`config.mk`:
```
export PLATFORM = sky130hd
export DESIGN_NAME = fbu_seq
export DESIGN_NICKNAME = d
export VERILOG_FILES = /design/src/rtl/fbu_pkg.sv /design/src/rtl/fbu_step_decode.sv /design/src/rtl/fbu_op_timer.sv /design/src/rtl/fbu_seq.sv
export SDC_FILE = /design/constraint.sdc
export NUM_CORES = 1
export LEC_CHECK = 0
export BUFFER_PORTS_ARGS = -buffer_cell sky130_fd_sc_hd__buf_2
export CAP_MARGIN = 30
export CORE_UTILIZATION = 42
export CTS_BUF_LIST = sky130_fd_sc_hd__clkbuf_8
export DETAILED_ROUTE_END_ITERATION = 8
export GPL_TIMING_DRIVEN = 0
export PLACE_DENSITY_LB_ADDON = 0.15
export SLEW_MARGIN = 20
export SYNTH_ARGS = -nofsm -noshare
export SYNTH_HDL_FRONTEND = slang
export SYNTH_HIERARCHICAL = 1
export SYNTH_SLANG_ARGS = --single-unit
```
`constraint.sdc`:
```
create_clock -name clk -period 2.9 [get_ports clk]
set_clock_uncertainty 0.2 [all_clocks]
set_input_delay 0.145 -clock clk [delete_from_list [all_inputs] [get_ports clk]]
set_output_delay 0.145 -clock clk [all_outputs]
set_load 0.02 [all_outputs]
```
`src/rtl/fbu_pkg.sv`:
```
package fbu_pkg;
  localparam logic [1:0] OP_READ  = 2'd0;
  localparam logic [1:0] OP_ERASE = 2'd1;
  localparam logic [1:0] OP_PROG  = 2'd2;

  localparam logic [2:0] PG_SCRATCH = 3'd0;
  localparam logic [2:0] PG_TABLE   = 3'd5;

  typedef enum logic [1:0] {M_BLOCK, M_TABLE, M_EOD, M_RESTORE} mode_e;
  typedef enum logic [1:0] {WS_D0, WS_D1, WS_MARK, WS_ZERO} wsel_e;

  typedef struct packed {
    logic [1:0] op;
    logic [2:0] page;
    logic [1:0] row;
    wsel_e      wsel;
    logic       last;
  } step_t;
endpackage

```
`src/rtl/fbu_step_decode.sv`:
```
module fbu_step_decode
  import fbu_pkg::*;
(
  input  mode_e      mode,
  input  logic       pass,
  input  logic [3:0] step,
  output step_t      s
);
  logic [2:0] pg_a, pg_b;
  assign pg_a = 3'd1 + {1'b0, pass, 1'b0};
  assign pg_b = 3'd2 + {1'b0, pass, 1'b0};

  always_comb begin
    s = '{op: OP_READ, page: PG_SCRATCH, row: 2'd0, wsel: WS_ZERO, last: 1'b0};
    unique case (mode)
      M_TABLE: begin
        s.page = PG_TABLE;
        case (step)
          4'd0:    s.op = OP_ERASE;
          4'd1:    begin s.op = OP_PROG; s.wsel = WS_D0; end
          default: begin s.op = OP_PROG; s.row = 2'd1; s.wsel = WS_D1; s.last = 1'b1; end
        endcase
      end
      M_RESTORE: begin
        case (step)
          4'd0:    s.row = 2'd2;
          4'd1:    s.row = 2'd0;
          default: begin s.row = 2'd1; s.last = 1'b1; end
        endcase
      end
      default: begin
        case (step)
          4'd0: s.op = OP_ERASE;
          4'd1: begin s.op = OP_PROG; s.wsel = WS_D0; end
          4'd2: begin s.op = OP_PROG; s.row = 2'd1; s.wsel = WS_D1; end
          4'd3: begin s.op = OP_PROG; s.row = 2'd2; s.wsel = WS_MARK; end
          4'd4: begin s.op = OP_ERASE; s.page = pg_a; end
          4'd5: begin s.op = OP_ERASE; s.page = pg_b; end
          4'd6: begin s.op = OP_PROG; s.page = pg_a; s.wsel = WS_D0; end
          4'd7: begin s.op = OP_PROG; s.page = pg_b; s.wsel = WS_D1; end
          default: begin s.op = OP_PROG; s.row = 2'd2; s.wsel = WS_ZERO; s.last = 1'b1; end
        endcase
      end
    endcase
  end
endmodule

```
`src/rtl/fbu_op_timer.sv`:
```
module fbu_op_timer #(
  parameter int CW = 6
) (
  input  logic          clk,
  input  logic          rst_n,
  input  logic          run,
  input  logic [CW-1:0] limit,
  output logic          expired
);
  logic [CW-1:0] cnt;

  always_ff @(posedge clk or negedge rst_n) begin
    if (!rst_n)              cnt <= '0;
    else if (!run)           cnt <= '0;
    else if (cnt != limit)   cnt <= cnt + 1'b1;
  end

  assign expired = run && (cnt == limit);

  // the count never passes the budget of the running operation
  assert_budget_bound_R8: assert property (@(posedge clk) disable iff (!rst_n)
    run && $stable(limit) |-> cnt <= limit);
endmodule

```
`src/rtl/fbu_seq.sv`:
```
module fbu_seq
  import fbu_pkg::*;
#(
  parameter int         W           = 16,
  parameter logic [14:0] TAG        = 15'h2D4B,
  parameter int         ERASE_LIMIT = 40,
  parameter int         PROG_LIMIT  = 8,
  parameter int         READ_LIMIT  = 4
) (
  input  logic         clk,
  input  logic         rst_n,
  input  logic         req_valid,
  output logic         req_ready,
  input  logic [1:0]   req_kind,
  input  logic [W-1:0] req_d0,
  input  logic [W-1:0] req_d1,
  output logic         busy,
  output logic         err,
  output logic         fl_valid,
  output logic [1:0]   fl_op,
  output logic [2:0]   fl_page,
  output logic [1:0]   fl_row,
  output logic [W-1:0] fl_wdata,
  input  logic [W-1:0] fl_rdata,
  input  logic         fl_done
);
  localparam int MAXL = (ERASE_LIMIT > PROG_LIMIT)
                        ? ((ERASE_LIMIT > READ_LIMIT) ? ERASE_LIMIT : READ_LIMIT)
                        : ((PROG_LIMIT > READ_LIMIT) ? PROG_LIMIT : READ_LIMIT);
  localparam int CW = $clog2(MAXL + 1);
  localparam int TW = W - 1;

  typedef enum logic [1:0] {S_IDLE, S_CMD, S_GAP} state_e;

  state_e      state;
  mode_e       mode;
  logic        pass;
  logic [3:0]  step;
  logic [W-1:0] d0, d1;
  step_t       cur;
  logic        tmo;
  logic [CW-1:0] limit;
  logic        accept;

  fbu_step_decode u_dec (.mode(mode), .pass(pass), .step(step), .s(cur));

  always_comb begin
    unique case (cur.op)
      OP_ERASE: limit = CW'(ERASE_LIMIT);
      OP_PROG:  limit = CW'(PROG_LIMIT);
      default:  limit = CW'(READ_LIMIT);
    endcase
  end

  fbu_op_timer #(.CW(CW)) u_tmr (
    .clk(clk), .rst_n(rst_n), .run(state == S_CMD), .limit(limit), .expired(tmo));

  assign req_ready = (state == S_IDLE);
  assign busy      = (state != S_IDLE);
  assign accept    = req_valid && req_ready;
  assign fl_valid  = (state == S_CMD);
  assign fl_op     = cur.op;
  assign fl_page   = cur.page;
  assign fl_row    = cur.row;

  always_comb begin
    unique case (cur.wsel)
      WS_D0:   fl_wdata = d0;
      WS_D1:   fl_wdata = d1;
      WS_MARK: fl_wdata = {TAG[TW-1:0], pass};
      default: fl_wdata = '0;
    endcase
  end

  always_ff @(posedge clk or negedge rst_n) begin
    if (!rst_n) begin
      state <= S_CMD;
      mode  <= M_RESTORE;
      pass  <= 1'b0;
      step  <= '0;
      d0    <= '0;
      d1    <= '0;
      err   <= 1'b0;
    end else begin
      unique case (state)
        S_IDLE: if (accept) begin
          state <= S_CMD;
          step  <= '0;
          pass  <= 1'b0;
          d0    <= req_d0;
          d1    <= req_d1;
          err   <= 1'b0;
          unique case (req_kind)
            2'd1:    mode <= M_TABLE;
            2'd2:    mode <= M_EOD;
            default: mode <= M_BLOCK;
          endcase
        end
        S_GAP: state <= S_CMD;
        default: begin
          if (fl_done) begin
            state <= S_GAP;
            if (mode == M_RESTORE) begin
              unique case (step)
                4'd0: begin
                  if (fl_rdata[W-1:1] == TAG[TW-1:0]) begin
                    pass <= fl_rdata[0];
                    step <= 4'd1;
                  end else state <= S_IDLE;
                end
                4'd1: begin d0 <= fl_rdata; step <= 4'd2; end
                default: begin d1 <= fl_rdata; mode <= M_BLOCK; step <= 4'd4; end
              endcase
            end else if (cur.last) begin
              if (mode == M_EOD && !pass) begin
                pass <= 1'b1;
                step <= '0;
              end else state <= S_IDLE;
            end else step <= step + 1'b1;
          end else if (tmo) begin
            state <= S_IDLE;
            err   <= 1'b1;
          end
        end
      endcase
    end
  end

  // an accepted request makes the block busy on the next cycle
  assert_accept_busy_R1: assert property (@(posedge clk) disable iff (!rst_n)
    accept |=> busy && !req_ready);

  // a pending flash command is held steady until done or budget expiry
  assert_cmd_hold_R9: assert property (@(posedge clk) disable iff (!rst_n)
    fl_valid && !fl_done && !tmo |=> fl_valid && $stable(fl_op) && $stable(fl_page)
      && $stable(fl_row) && $stable(fl_wdata));

  // a raised error finds the sequencer idle with no command out
  assert_err_idle_R8: assert property (@(posedge clk) disable iff (!rst_n)
    $rose(err) |-> !busy && !fl_valid);

  // the table update never addresses the scratch page
  assert_table_no_scratch_R4: assert property (@(posedge clk) disable iff (!rst_n)
    fl_valid && mode == M_TABLE |-> fl_page == PG_TABLE);

  // a restore only issues reads
  assert_restore_reads_R6: assert property (@(posedge clk) disable iff (!rst_n)
    fl_valid && mode == M_RESTORE |-> fl_op == OP_READ && fl_page == PG_SCRATCH);
endmodule

```
Word level (Yosys, flattened, before mapping)

Cells that the tools add are included.

$add $sub $neg: 4
Eq/ne operators: 29
Muxes and demuxes: 62
Bitwise gates (word level): 1
Reduce and logical (&&, ||, !) cells: 30

Operator list:

| cell                                            | count |
|---|---|
| two-way mux 16 bit                              | 8 |
| case mux 16 bit (2 select lines)                | 2 |
| case mux 16 bit (3 select lines)                | 1 |
| case mux 2 bit (2 select lines)                 | 8 |
| two-way mux 2 bit                               | 14 |
| two-way mux 4 bit                               | 6 |
| == test 4 x 3 -> 1 bit, second input constant   | 4 |
| case mux 4 bit (2 select lines)                 | 2 |
| == test 15 x 14 -> 1 bit, second input constant | 1 |
| AND reduction 5 bit                             | 3 |
| two-way mux 1 bit                               | 13 |
| == test 2 bit, second input constant            | 6 |
| two-way mux 6 bit                               | 2 |
| case mux 6 bit (2 select lines)                 | 1 |
| OR reduction 2 bit                              | 6 |
| == test 2 x 1 -> 1 bit, second input constant   | 5 |
| case mux 5 bit (2 select lines)                 | 1 |
| nonzero test 2 bit                              | 5 |
| == test 4 x 2 -> 1 bit, second input constant   | 2 |
| OR reduction 8 bit                              | 1 |
| AND reduction 7 bit                             | 1 |
| adder 6 x 1 -> 6 bit, second input constant     | 1 |
| == test 6 bit                                   | 1 |
| != test 3 x 2 -> 1 bit, second input constant   | 2 |
| 23 further kinds                                | 30 |

Bits in registers: 48
Bits of input ports: 54
Output and inout port bits: 27
Word-level logic and storage cells: 134

Depth between registers and ports, before layout

Depth after elaboration: 11
Gate-level depth with buffers: 12
Mapped depth without buffers: 11

By module

The synthesis kept the hierarchy.

Modules (own cells, without submodules):

| module          | times used | cells an instance | area each (µm²) | seq. area each (µm²) |
|---|---|---|---|---|
| fbu_seq         | 1          | 288               | 2580.0          | 1054.8 |
| fbu_op_timer    | 1          | 42                | 419.2           | 150.1 |
| fbu_step_decode | 1          | 34                | 195.2           | 0.0 |

Least setup slack after synthesis

No wires, ideal clock.

Path kind: register to register
Start point: reg mode[0]
End point: reg state[1]
Data arrival time: 2.578 ns
Required time: 2.580 ns
Path slack: 0.002 ns
Stages on the path, launching flop included: 12
Path buffers: 1
Clock period less this slack: 2.898 ns
Path through: dfstp_2 buf_4 nand2_1 a32oi_1 inv_1 ha_1 inv_1 xnor2_1 nand2_1 nor3_4 nor2_1 a31o_2

Cells in the longest elaborated chain, start to end: 8
Elaborated cells between the ends (all ways): 19

Ends and longest elaborated chain:

| item                                                    | line                  | source |
|---|---|---|
| start, declared                                         | fbu_seq.sv:36         | `mode_e mode;` |
| start signal, assigned                                  | fbu_seq.sv:78         | `mode <= M_RESTORE;` |
| start signal, assigned                                  | fbu_seq.sv:94         | `2'd1: mode <= M_TABLE;` |
| start signal, assigned                                  | fbu_seq.sv:95         | `2'd2: mode <= M_EOD;` |
| == test 2 bit or == test 2 x 1 -> 1 bit (tied branches) | fbu_step_decode.sv:15 | `unique case (mode)` |
| case mux 5 bit (2 select lines) *                       | fbu_step_decode.sv:15 |  |
| via fl_op[1]                                            | fbu_seq.sv:20         | `output logic [1:0] fl_op,` |
| == test 2 bit or == test 2 x 1 -> 1 bit (tied branches) | fbu_seq.sv:48         | `unique case (cur.op)` |
| case mux 6 bit (2 select lines) *                       | fbu_seq.sv:48         |  |
| via limit[2]                                            | fbu_seq.sv:42         | `logic [CW-1:0] limit;` |
| == test 6 bit *                                         | fbu_op_timer.sv:18    | `assign expired = run && (cnt == limit);` |
| logical AND 1 bit *                                     | fbu_op_timer.sv:18    |  |
| via tmo                                                 | fbu_seq.sv:41         | `logic tmo;` |
| nonzero test 4 bit (no source line) *                   | -                     |  |
| AND reduction 2 bit (no source line) *                  | -                     |  |
| end signal, assigned                                    | fbu_seq.sv:77         | `state <= S_CMD;` |
| end signal, assigned                                    | fbu_seq.sv:87         | `state <= S_CMD;` |
| end signal, assigned                                    | fbu_seq.sv:99         | `S_GAP: state <= S_CMD;` |
| end, declared                                           | fbu_seq.sv:35         | `state_e state;` |

The timed path passes the listed nets; every way through them passes the cells marked *.
A chain may end at the register's enable or synchronous reset.

Worst setup path after layout

Start point: reg mode[0]
End point: reg state[1]

Cells in the longest elaborated chain, start to end: 8
Elaborated cells between the ends (all ways): 19

Ends and longest elaborated chain:

| item                                                    | line |
|---|---|
| == test 2 bit or == test 2 x 1 -> 1 bit (tied branches) | fbu_step_decode.sv:15 |
| case mux 5 bit (2 select lines) *                       | fbu_step_decode.sv:15 |
| == test 2 bit or == test 2 x 1 -> 1 bit (tied branches) | fbu_seq.sv:48 |
| case mux 6 bit (2 select lines) *                       | fbu_seq.sv:48 |
| via limit[2]                                            | fbu_seq.sv:42 |
| == test 6 bit *                                         | fbu_op_timer.sv:18 |
| logical AND 1 bit *                                     | fbu_op_timer.sv:18 |
| via tmo                                                 | fbu_seq.sv:41 |
| nonzero test 4 bit (no source line) *                   | - |
| AND reduction 2 bit (no source line) *                  | - |

Marked as above.

==> results.md <==
* Status: finished clean
* Num CTS Buffers at 5
* Slowest CP cell: dfstp_2
* Remaining global-route overflow at 0
* Flip-flop and latch count after synthesis at 48
* CTS tree: yes
* Area grow syn2layout at 29.34%
* Largest family of logic cells by synthesized area: simple AND/OR/NAND/NOR gates
* Distinct cells, synth at 61
* Ranking of synthesized cells by area: dfrtp_1 35%, nand2_1 10%, mux2_4 5.2%, mux2i_1 3.8%, a21o_1 3.5%
* XOR/XNOR share of the synthesized area at 0.02193
* Largest net degree at the start of global routing at 49
* Gate power share at 0.658
* Synth Area in Simple Gates at 0.2323
* LEAKAGE at 2.083 nW
* Crit path max fanout at 10
* Ys flop type: dfrtp_1
* Drt wl/cell at 14.82 µm
* Maximum resistive drop on vdd at 0.4999 mV
* Setup_tns at 0 ps
* Internal Power at 2.520 mW
* Die Width at 89.21 µm
* Post-synthesis sequential area ratio at 0.3772
* Num Clock Sinks at 48
* Hold Violations, Final at 0
* Max transition margin at 0.5831
* Final wirelength at 8.628 mm
* RD Place Congestion at 0.7694
* Initial antenna violation count at 0
* Required @ worst endpoint at 2900 ps
* Area leader, netlist: dfrtp_1
* Via count at 3,012
* Number of routed nets with antenna violations at 0
* CP cell instances: buf_4 > nand2_1 > a32oi_1 > inv_1 > ha_1 > inv_1 > xnor2_1 > nand2_2 > nor3_4 > nor2_1 > a31o_2
* Switching power share of the total at 0.4847
* Core Area at 0.007292 mm²
* Synth Area in Compound Gates at 0.1778
* Period utilization at 0.9443
* Startpoint types: flip-flop
* Hold Crit Class: in -> reg
* Clk_lat worst skew at 300 ps
* Clock tree buffer depth at 2
* Sequential share of power at 0.257
* ANT cells at 0
* Arr. time, crit path at 2740 ps
* Layout cells sized above 1 at 0.3002
* Nets at 542
* Synth Warn # at 6
* Yosys top cell area share at 0.3525
* Switch Pwr at 2.370 mW
* Core Rows at 31
* Asr flop ratio synth at 1.000
* RSZ-0062 raised after global routing: false
* Worst Path Class, Setup: reg -> reg
* First-pass GRT wire length at 13.53 mm
* IO Port Bufs at 80
* Die height at 89.21 µm
* Slew Viols, Final at 0
* Fin crit period at 2738 ps
* Post-synthesis mux area share at 0.1175
* Vias/cell at 5.175
* Slew @ Worst Pin at 625.3 ps
* Root Driver: clkbuf_8
* Synth Area in Adders at 0.01958
* Total Routing Usage GR at 0.2253
* Vias in the first global route at 2,841
* F_max at 365.2 MHz
* Final setup fails at 0
* Num ports at 81
* Post-synthesis cell count at 364
* DRC viols at 0
* Most frequent CP cell: inv_1
* Largest stage delay on the critical path at 580 ps
* Clock power share at 0.085
* Iteration-0 DRC count of the detailed router at 137
* Post-Syn Area at 0.003194 mm²
* Die Area at 0.007958 mm²
* Power Density at 1184 mW/mm²
* Post-detail-place hpwl at 6.081 mm
* First-pass DRT Iterations at 4
* Max cap viols at 0
* Post-synth EDFFs at 0
* Clk slew on worst S/H paths at 90 ps
* Syn_area_per_cell at 8.776 µm²
* H-Tree Depth at 2
* Starting density of the core at 0.4381
* Final core utilization at 0.5666
* CP endpoint kind: flip-flop
path summary, 6_finish.rpt:
path,startpoint,to,slack [ps],depth (start not counted)
worst max register to register,mode[0]$_DFFE_PN1P_,state[1]$_DFFE_PN0P_,160,11
worst min register to register,d0[1]$_DFFE_PN0P_,d0[1]$_DFFE_PN0P_,280,1
min in group asynchronous,rst_n,d1[13]$_DFFE_PN0P_,200,2
worst min-delay path,req_d0[2],d0[2]$_DFFE_PN0P_,6,4
worst max-delay path,mode[0]$_DFFE_PN1P_,state[1]$_DFFE_PN0P_,160,11
max in group asynchronous,rst_n,step[2]$_DFFE_PN0P_,1850,2
synthesized netlist by cell type (4+ instances only):
master,n
buf_2,8
nor3_1,6
nor2_1,23
nand2_1,87
o21ai_0,19
mux2i_1,12
nand2b_1,4
nand3_1,6
inv_1,13
a21oi_1,21
nor4bb_1,4
ha_1,5
o2bb2ai_1,4
xnor2_1,7
mux2_4,11
nand3b_1,4
clkbuf_1,4
mux2_2,8
a21o_1,15
dfrtp_1,45
final cells by class:
type,count,area (µm²)
plain buffers,18,121.4
fillers,704,3161
well taps,99,123.9
inverters,14,55.05
flip-flops and latches,48,1207
clock inverters,1,8.758
clock buffers,6,82.58
multi-input cells,286,1837
repair buffers,110,695.7
per-layer routing:
| layer | track usage | part of all wire | up-vias |
|---|---|---|---|
| li1 | - | - | 1501 |
| met1 | 0.3106 | 0.48 | 1401 |
| met2 | 0.3643 | 0.45 | 99 |
| met3 | 0.03232 | 0.056 | 11 |
| met4 | 0.07648 | 0.013 | 0 |
| met5 | 0 | 0 | - |
registers in the layout, indices dropped and copies added (netlist names):
register   count
err            1
pass           1
state          2
d0            16
step           4
mode           2
d1            16
u_tmr/cnt      6
critical path, delay by kind of cell, from the launching register on:
kind,cells,cell delay [ps]
DFF,1,580
and+or+nand+nor,4,640
buffers and inverters,3,290
AOI/OAI and AO/OA,2,470
xor gates and xnor gates,1,150
adders and majority gates,1,300
cells by family after synthesis:
family | after synthesis
multiplexers | 31
AND/OR/NAND/NOR | 156
buffers and inverters | 32
XOR/XNOR | 8
adder cells (fa/ha/maj) | 5
AO/OA/AOI/OAI | 83
other | 1
flip-flops | 48
stage by stage:
step	power (mW)	setup WS (ps)	std cells	cell area (µm²)	hold slack (ps)
finish	4.890	161.6	582	4131	6.048
global route	5.298	16.72	582	4131	20.38
CTS	4.831	7.114	579	4095	2.282
detailed placement	4.306	-28.45	545	3729	18.93
global placement	4.246	67.69	545	3726	220.1
floorplan	3.432	2.127	366	3202	-350.6
cell usage in the layout (no fill, tap or decap), types with 3 or more instances in the layout:
| cell type | count |
|---|---|
| dfrtp_1 | 43 |
| dfstp_2 | 3 |
| nand3_1 | 6 |
| inv_1 | 13 |
| mux2_4 | 11 |
| o2bb2ai_1 | 4 |
| nor2_1 | 23 |
| nand2b_1 | 4 |
| o21ai_0 | 19 |
| nor3_1 | 5 |
| conb_1 | 3 |
| ha_1 | 5 |
| mux2_2 | 8 |
| a31oi_1 | 3 |
| a21oi_1 | 21 |
| nor2b_1 | 3 |
| clkbuf_8 | 6 |
| dlygate4sd3_1 | 27 |
| clkbuf_2 | 3 |
| buf_2 | 88 |
| nand3b_1 | 4 |
| nor4bb_1 | 4 |
| a21o_1 | 15 |
| mux2i_1 | 12 |
| nand2_1 | 86 |
| buf_4 | 7 |
| xnor2_1 | 7 |
what timing repair did:
item / 4_1_cts / 5_1_grt
setup buffers: 0 / 3
setup endpoints to repair: 16 / 14
resized for setup: 4 / 8
hold buffers: 27 / 0
pin swaps: 0 / 1
hold endpoints to repair: 65 / 0
power by group through the flow:
stage | Combinational [mW] | Clock [mW] | Sequential, mW
final | 3.22 | 0.418 | 1.25
after global routing | 3.54 | 0.456 | 1.30
after CTS | 3.14 | 0.435 | 1.26
after detailed placement | 3.04 | 0 | 1.27
after global placement | 2.99 | 0 | 1.26
after floorplan | 2.24 | 0 | 1.19
No activity file was read; power rests on OpenSTA's default activity.
